<file path="config.mk">
export PLATFORM = sky130hd
export DESIGN_NAME = irq_id_unit
export DESIGN_NICKNAME = d
export VERILOG_FILES = /design/src/rtl/irq_id_pkg.sv /design/src/rtl/irq_pend_bank.sv /design/src/rtl/irq_prio_enc.sv /design/src/rtl/irq_id_unit.sv
export SDC_FILE = /design/constraint.sdc
export NUM_CORES = 1
export LEC_CHECK = 0
export BUFFER_PORTS_ARGS = -buffer_cell sky130_fd_sc_hd__buf_4
export CAP_MARGIN = 20
export CORE_ASPECT_RATIO = 1.4
export CORE_UTILIZATION = 42
export CTS_BUF_LIST = sky130_fd_sc_hd__clkbuf_8
export CTS_CLUSTER_SIZE = 30
export DETAILED_ROUTE_END_ITERATION = 8
export PLACE_DENSITY = 0.88
export SLEW_MARGIN = 20
export SYNTH_ARGS = -nofsm -noshare
export SYNTH_HDL_FRONTEND = slang
export SYNTH_SLANG_ARGS = --single-unit
</file>
<file path="constraint.sdc">
create_clock -name clk_i -period 1.98 [get_ports clk_i]
set_input_delay 0.198 -clock clk_i [delete_from_list [all_inputs] [get_ports clk_i]]
set_output_delay 0.198 -clock clk_i [all_outputs]
set_load 0.03 [all_outputs]
</file>
<file path="src/rtl/irq_id_pkg.sv">
package irq_id_pkg;
    localparam int          ID_W      = 16;
    localparam logic [15:0] STAT_CODE = 16'h8000;
    localparam logic [15:0] NONE_CODE = 16'h0000;
endpackage

</file>
<file path="src/rtl/irq_pend_bank.sv">
module irq_pend_bank #(
    parameter int NUM_OBJ = 32
) (
    input  logic               clk_i,
    input  logic               rst_i,
    input  logic [NUM_OBJ-1:0] set_i,
    input  logic [NUM_OBJ-1:0] clr_i,
    input  logic               stat_set_i,
    input  logic               stat_clr_i,
    output logic [NUM_OBJ-1:0] pend_o,
    output logic               stat_pend_o
);
    typedef struct packed {
        logic [NUM_OBJ-1:0] msg;
        logic               stat;
    } pend_t;

    pend_t st_d, st_q;

    // Set wins over a simultaneous clear so that no event is dropped.
    always_comb begin
        st_d      = st_q;
        st_d.msg  = set_i | (st_q.msg & ~clr_i);
        st_d.stat = stat_set_i | (st_q.stat & ~stat_clr_i);
        if (rst_i) begin
            st_d = '0;
        end
    end

    always_ff @(posedge clk_i) begin
        st_q <= st_d;
    end

    assign pend_o      = st_q.msg;
    assign stat_pend_o = st_q.stat;
endmodule

</file>
<file path="src/rtl/irq_prio_enc.sv">
module irq_prio_enc
    import irq_id_pkg::*;
#(
    parameter int NUM_OBJ = 32
) (
    input  logic [NUM_OBJ-1:0] pend_i,
    input  logic               stat_pend_i,
    output logic [ID_W-1:0]    id_o
);
    // Carry chain: above[g] is set when any object ranked above g is pending.
    logic [NUM_OBJ:0]   above;
    logic [NUM_OBJ-1:0] win;

    assign above[0] = 1'b0;

    genvar g;
    generate
        for (g = 0; g < NUM_OBJ; g++) begin : g_rank
            assign win[g]     = pend_i[g] & ~above[g];
            assign above[g+1] = above[g] | pend_i[g];
        end
    endgenerate

    logic [ID_W-1:0] msg_code;

    always_comb begin
        msg_code = NONE_CODE;
        for (int i = 0; i < NUM_OBJ; i++) begin
            if (win[i]) begin
                msg_code = msg_code | ID_W'(i + 1);
            end
        end
    end

    assign id_o = stat_pend_i ? STAT_CODE : msg_code;
endmodule

</file>
<file path="src/rtl/irq_id_unit.sv">
module irq_id_unit
    import irq_id_pkg::*;
#(
    parameter int NUM_OBJ = 32
) (
    input  logic               clk_i,
    input  logic               rst_i,
    input  logic [NUM_OBJ-1:0] msg_set_i,
    input  logic [NUM_OBJ-1:0] msg_clr_i,
    input  logic               stat_evt_i,
    input  logic               stat_rd_i,
    input  logic               ie_i,
    output logic [15:0]        int_id_o,
    output logic               irq_o
);
    localparam int MAX_OBJ = 32767;

    generate
        if (NUM_OBJ < 1 || NUM_OBJ > MAX_OBJ) begin : g_bad_cfg
            $error("NUM_OBJ out of range");
        end
    endgenerate

    logic [NUM_OBJ-1:0] pend_msg;
    logic               pend_stat;
    logic [ID_W-1:0]    id_w;

    irq_pend_bank #(.NUM_OBJ(NUM_OBJ)) u_bank (
        .clk_i       (clk_i),
        .rst_i       (rst_i),
        .set_i       (msg_set_i),
        .clr_i       (msg_clr_i),
        .stat_set_i  (stat_evt_i),
        .stat_clr_i  (stat_rd_i),
        .pend_o      (pend_msg),
        .stat_pend_o (pend_stat)
    );

    irq_prio_enc #(.NUM_OBJ(NUM_OBJ)) u_enc (
        .pend_i      (pend_msg),
        .stat_pend_i (pend_stat),
        .id_o        (id_w)
    );

    assign int_id_o = id_w;
    assign irq_o    = ie_i & (|id_w);
endmodule

</file>
==> key figures, run 1 <==
Synthesis
  • Sequential share of the synthesized area: 0.3862
  • Synth Area per Inst: ~7.5 µm²
  • Synth Warn #: 0
  • Synth Register Bits: 33
  • Mapped Area: ~1700 µm²
  • Synth cell types: 35
  • Gate Count Post-Synth: approximately 230

Layout
  • Seq. cell area: around 670 µm²
  • Multi-input gate area: 1021 µm²
  • Antenna Cells: 0
  • Most frequent cells in the layout: 119 x buf_4, 43 x nor2_1, 42 x inv_1
  • Layout fillers: around 280
  • Post-route cell area: 2955 µm²
  • Layout cells sized above 1: 0.4762
  • Commonest non-fill, non-tap cell in the layout: buf_4
  • Area grow syn2layout: 72.79%
  • Final net count: 425
  • Fin util: 0.7542

Place
  • Input/output buffers: 76
  • GPL Wtd Cong: 0.9223
  • Post-Place Worst Slack: -0.2853 ns
  • Hpwl dp: 3869 µm
  • Post-DP Area: 2666 µm²

Clocking
  • Clock transition at path regs: 0.07 ns
  • Clk_lat worst skew: 0.29 ns
  • CTS Buffer Depth: 2
  • Htree depth: 2
  • Root Buffer: clkbuf_8
  • Sink Count: 33
  • Total CTS buffers: 5
  • CTS tree: built

STA
  • Final Critical Period: between 2 and 3 ns
  • Fin Hold WS: approximately 0.10 ns
  • Final Slew Violations: 0
  • Setup repair after global routing missed its margin: yes
  • Post-route setup slack: -0.5227 ns
  • Hold Fails Final Rpt: 0
  • Maximum clock rate: ~400 MHz
  • Final setup viols: 7
  • Worst Skew: 0 ns
  • Post-route clock period utilization: 1.264

Worst setup path
  • Startpoint types: flip-flop
  • Crit path arrival time: 2.30 ns
  • Worst path slowest cell: or3_4
  • Crit. Startpoint: u_bank.pend_o[26]
  • Crit-path cells: or3_4, nor3_2, and2_4, a31oi_1, or3b_1, o41a_1, buf_6
  • CP Class: flip-flop to output pin
  • Worst Path Required: about 1.8 ns
  • RR Startpoint: u_bank.pend_o[5]
  • CP endpoint kind: output pin
  • CP Max Fanout: 2
  • Crit path largest cell delay: 0.39 ns

Global routing
  • GR Util met1: 0.2552
  • First-pass GRT wire length: 9025 µm
  • Grt ovf: 0
  • Initial antenna violation count: 0
  • GR Layer Usage met3: 0.06500
  • Tot GR Track Use: 0.2697
  • Largest net degree at the start of global routing: 34
  • Vias in the first global route: about 2100
  • Met2 usage: 0.5048
  • Busiest metal layer after global routing: met2

Floorplan
  • Die area: 4335 µm²
  • # rows: 27
  • Initial Utilization: 0.4365
  • I/O pin count: 86
  • Core area: a little under 4000 µm²
  • Chip height: about 78 µm
  • Die width: 55.94 µm

Detailed routing
  • Vias: 2092
  • WL final: 5778 µm
  • Via/cell ratio: 5.230
  • Final ANT Viol Nets: 0
  • DRT Pass-1 Iters: 4
  • Initial DRC count: 63
  • WL/cell: around 14 µm
  • DR DRC count: 0

Power and ir drop
  • Sw Ratio: 0.3068
  • Leakage: approximately 1.5 nW
  • Peak supply drop: 0.5166 mV
  • Power per cell area: 600.1 nW/µm²
  • Sequential Power Share: 0.428
  • Total power draw: ~1.8 mW
  • Int Power: 1.229 mW
  • NetSw: 0.5442 mW
  • Combinational fraction of design power: 0.302
  • Clock network power share: 0.270

Status
  • Run status: complete, but fails checks
  • Failing checks: negative setup slack

Min path
  • Min-Delay Path Class: input port to flip-flop
  • HP Start: msg_set_i[14]

Run
  • Max cap viols: 0
flip-flops by register name (all words and copies together) (netlist names):
register	cells
u_bank.pend_o	32
u_bank.stat_pend_o	1
power by group through the flow:
stage	logic (mW)	clock network, mW	registers, mW
after floorplan	0.218	0	0.769
after global placement	0.452	0	0.760
after detailed placement	0.465	0	0.763
after CTS	0.509	0.468	0.752
after global routing	0.577	0.505	0.762
final	0.536	0.479	0.759
cell usage after synthesis, drive strengths merged:
cell type | instances | area, µm²
or3 | 3 | 18.77
o41a | 1 | 11.26
nand3 | 3 | 15.01
nand2b | 2 | 12.51
or2b | 1 | 7.510
o21ba | 1 | 10.01
nand2 | 4 | 15.01
nor2 | 44 | 165.2
nor4 | 8 | 101.3
o21ai | 1 | 5.000
o31ai | 2 | 15.01
and4bb | 1 | 12.51
nand4 | 1 | 12.51
or4 | 1 | 7.510
buf | 10 | 75.07
a2111oi | 1 | 8.760
a32oi | 2 | 17.52
a211oi | 3 | 22.52
inv | 39 | 146.4
dfxtp | 33 | 660.6
a21oi | 40 | 200.2
clkbuf | 4 | 15.01
nor3b | 1 | 12.51
o21bai | 3 | 22.52
nor3 | 9 | 50.05
a31oi | 4 | 31.28
or3b | 1 | 8.760
nor2b | 2 | 12.51
conb | 1 | 3.750
and2 | 2 | 13.77
stage by stage:
step | TNS (ns) | std cells
floorplan | -0.3871 | 236
CTS | -2.027 | 399
global route | -2.999 | 400
detailed placement | -0.5354 | 387
finish | -2.488 | 400
global placement | -0.3244 | 387
layer usage:
layer	wire length, µm	part of all wire
met4	223	0.039
met3	252	0.044
met5	0	0
met1	2070	0.36
met2	3231	0.56
timing repair:
action | in CTS | in global routing
endpoints found under the setup margin | 7 | 7
hold endpoints to repair | 0 | 0
pin swaps | 6 | 2
hold buffers | 0 | 0
setup buffers | 4 | 1
gates resized for setup | 23 | 13
area by class of cell:
| class | count | share of cell area |
|---|---|---|
| clock buffer | 5 | 0.02329 |
| clock inverter | 3 | 0.003810 |
| inverter | 39 | 0.04953 |
| multi-input combinational | 150 | 0.3455 |
| sequential | 33 | 0.2269 |
| tap | 43 | 0.01820 |
| timing repair buffer | 127 | 0.3328 |
cells by family after synthesis:
kind of cell    synth area share
compound gates            0.2012
flops                     0.3862
buf+inv                   0.1383
simple gates              0.2721
other cells             0.002192
path summary, 6_finish.rpt:
| check | end | slack [ns] | cells past startpoint |
|---|---|---|---|
| worst max-delay path | irq_o | -0.52 | 7 |
| worst min-delay path | u_bank.pend_o[14] | 0.10 | 3 |
| worst max register to register | u_bank.pend_o[5] | 1.09 | 4 |
| worst min register to register | u_bank.pend_o[10] | 0.54 | 2 |
worst max-delay path, delay by kind of cell, from the launching register on:
kind            cells  cell delay [ns]
flops               1             0.32
buf+inv             1             0.15
simple gates        4             1.15
compound gates      2             0.40
No activity file was read; power rests on OpenSTA's default activity.
==> run 2, diff against run 1 <==
--- a/config.mk
+++ b/config.mk
@@ -8,6 +8,7 @@
 export BUFFER_PORTS_ARGS = -buffer_cell sky130_fd_sc_hd__buf_4
 export CAP_MARGIN = 20
 export CORE_ASPECT_RATIO = 1.4
+export CORE_MARGIN = 3
 export CORE_UTILIZATION = 42
 export CTS_BUF_LIST = sky130_fd_sc_hd__clkbuf_8
 export CTS_CLUSTER_SIZE = 30
==> run 2 against run 1 <==
The run still ends with negative setup slack left. Clock-buffer cell count is 2 higher. Critical path depth stayed put. Maximum frequency is 0.42% higher. Final cell count is 0.75% lower. Wire length is 1.7% higher. Sequential share of layout area is 0.32 points higher. Via count is 0.67% lower. Combinational power is 3.9% lower. Clock power is 16% higher. Critical path type unchanged. Largest power group unchanged.
==> key figures, run 2 (synthesized netlist as in run 1, its figures left out) <==
Detailed routing
  • Final ANT Viol Nets: 0
  • Via/cell ratio: 5.234
  • DR DRC count: 0
  • Vias: between 2000 and 2500
  • Initial DRC count: 94
  • WL/cell: 14.80 µm
  • WL final: 5874 µm
  • DRT Pass-1 Iters: 4

Clocking
  • Clock transition at path regs: 0.07 ns
  • Htree depth: 2
  • Sink Count: 33
  • CTS Hold Bufs: 0
  • Root Buffer: clkbuf_8
  • CTS tree: built
  • Clk_lat worst skew: slightly below 0.3 ns
  • Total CTS buffers: 5
  • CTS Buffer Depth: 2

Floorplan
  • Die width: 59.94 µm
  • # rows: 26
  • I/O pin count: 86
  • Die area: 4885 µm²
  • Chip height: 81.51 µm
  • Initial Utilization: 0.4532
  • Core area: 3774 µm²

STA
  • Worst Skew: 0 ns
  • Setup repair after global routing missed its margin: yes
  • Final setup viols: 7
  • Post-route setup slack: -0.5122 ns
  • Setup Total Neg Slack: -2.579 ns
  • Fin Hold WS: 0.1117 ns
  • Hold Fails Final Rpt: 0
  • Final Critical Period: about 2.5 ns
  • Maximum clock rate: 401.3 MHz
  • Final Slew Violations: 0
  • Post-route clock period utilization: 1.259

Global routing
  • First-pass GRT wire length: 8362 µm
  • Grt ovf: 0
  • Initial antenna violation count: 0
  • Vias in the first global route: roughly 2000
  • Largest net degree at the start of global routing: 34
  • Tot GR Track Use: 0.2280

Worst setup path
  • Crit path largest cell delay: 0.45 ns
  • Crit-path cells: nor4_4, buf_4, nand2_1, a21oi_1, a31oi_4, o41a_1, buf_6
  • CP Max Fanout: 3
  • Worst path slowest cell: o41a_1
  • Top Family by Delay on Critical Path: compound AO/OA/AOI/OAI gates
  • Crit path buf inv count: 2
  • CP Class: flip-flop to output pin
  • Crit path arrival time: 2.29 ns
  • Startpoint types: flip-flop
  • Worst Path Required: 1.78 ns
  • CP endpoint kind: output pin

Layout
  • Seq. cell area: between 600 and 700 µm²
  • Multi-input gate area: 982.2 µm²
  • Final net count: about 420
  • Area grow syn2layout: 70.37%
  • Fin util: 0.7722
  • Antenna Cells: 0
  • Layout fillers: 239
  • Layout cells sized above 1: 0.4704
  • Commonest non-fill, non-tap cell in the layout: buf_4
  • Most frequent cells in the layout: 119 x buf_4, 44 x nor2_1, 40 x a21oi_1
  • Max reg flops: 32

Run
  • Max cap viols: 0

Power and ir drop
  • Total power draw: 1.831 mW
  • Leakage: ~1.5 nW
  • Peak supply drop: 0.5683 mV
  • Power per cell area: ~630 nW/µm²

Status
  • Run status: complete, but fails checks
  • Failing checks: negative setup slack

Place
  • Hpwl dp: 4134 µm
  • Input/output buffers: 76
  • GPL Wtd Cong: 0.9024

Min path
  • Min-Delay Path Class: input port to flip-flop
## run 2: cell count changes in the layout (fill, tap and decap cells not counted)
cell,before,now
inv_1,42,39
buf_6,8,6
clkbuf_8,5,7
a211oi_1,0,1
a211oi_2,3,2
a21oi_1,39,40
a21oi_2,1,0
clkinv_2,0,1
nand3_2,0,1
nand3_4,1,0
nor2_1,43,44
nor2_4,1,0
nor4_1,1,2
nor4_4,5,4
## run 2: final cells by class
class / instances / share of cell area
clock inverter: 1 / 0.001717
timing repair buffer: 125 / 0.3298
tap: 42 / 0.01803
sequential: 33 / 0.2301
clock buffer: 7 / 0.03306
inverter: 39 / 0.05024
multi-input combinational: 150 / 0.3371
## run 2: worst register-to-register path, delay by kind of cell, from the launching register on
| family | cells | cell delay (ns) |
|---|---|---|
| buffers and inverters | 1 | 0.18 |
| AOI/OAI and AO/OA | 1 | 0.17 |
| and+or+nand+nor | 1 | 0.08 |
| DFF | 1 | 0.40 |
## run 2: metal layers
| layer | track usage | vias to the layer above | wire [µm] |
|---|---|---|---|
| met5 | 0 | - | 0 |
| met4 | 0.1109 | 0 | 215 |
| met3 | 0.05346 | 20 | 356 |
| met2 | 0.4340 | 100 | 3291 |
| met1 | 0.2208 | 969 | 2011 |
| li1 | - | 989 | - |
## run 2: path summary, 6_finish.rpt
check	to	depth (start not counted)	slack, ns	start
worst max-delay path	irq_o	7	-0.51	u_bank.pend_o[3]
worst min-delay path	u_bank.pend_o[0]	3	0.11	msg_set_i[0]
worst max register to register	u_bank.pend_o[22]	3	1.02	u_bank.pend_o[22]
worst min register to register	u_bank.pend_o[31]	2	0.55	u_bank.pend_o[31]
## run 2: power breakdown
group          internal (mW)  switching [mW]  total [mW]
Combinational          0.276           0.239       0.515
Sequential             0.711          0.0490       0.760
Clock                  0.314           0.242       0.556
Total                   1.30           0.530        1.83
## run 2: timing repair
| item | in CTS | in global routing |
|---|---|---|
| resized for setup | 12 | 15 |
| pin swaps | 2 | 7 |
| setup endpoints to repair | 7 | 7 |
| setup buffers | 1 | 2 |
## run 2: per-stage QoR
step | instances | area, µm² | worst slack (ns)
2_1_floorplan | 236 | 1787 | -0.2191
3_3_place_gp | 386 | 2665 | -0.2504
3_5_place_dp | 386 | 2665 | -0.2849
4_1_cts | 395 | 2826 | -0.4670
5_1_grt | 397 | 2914 | -0.6177
6_report | 397 | 2914 | -0.5122
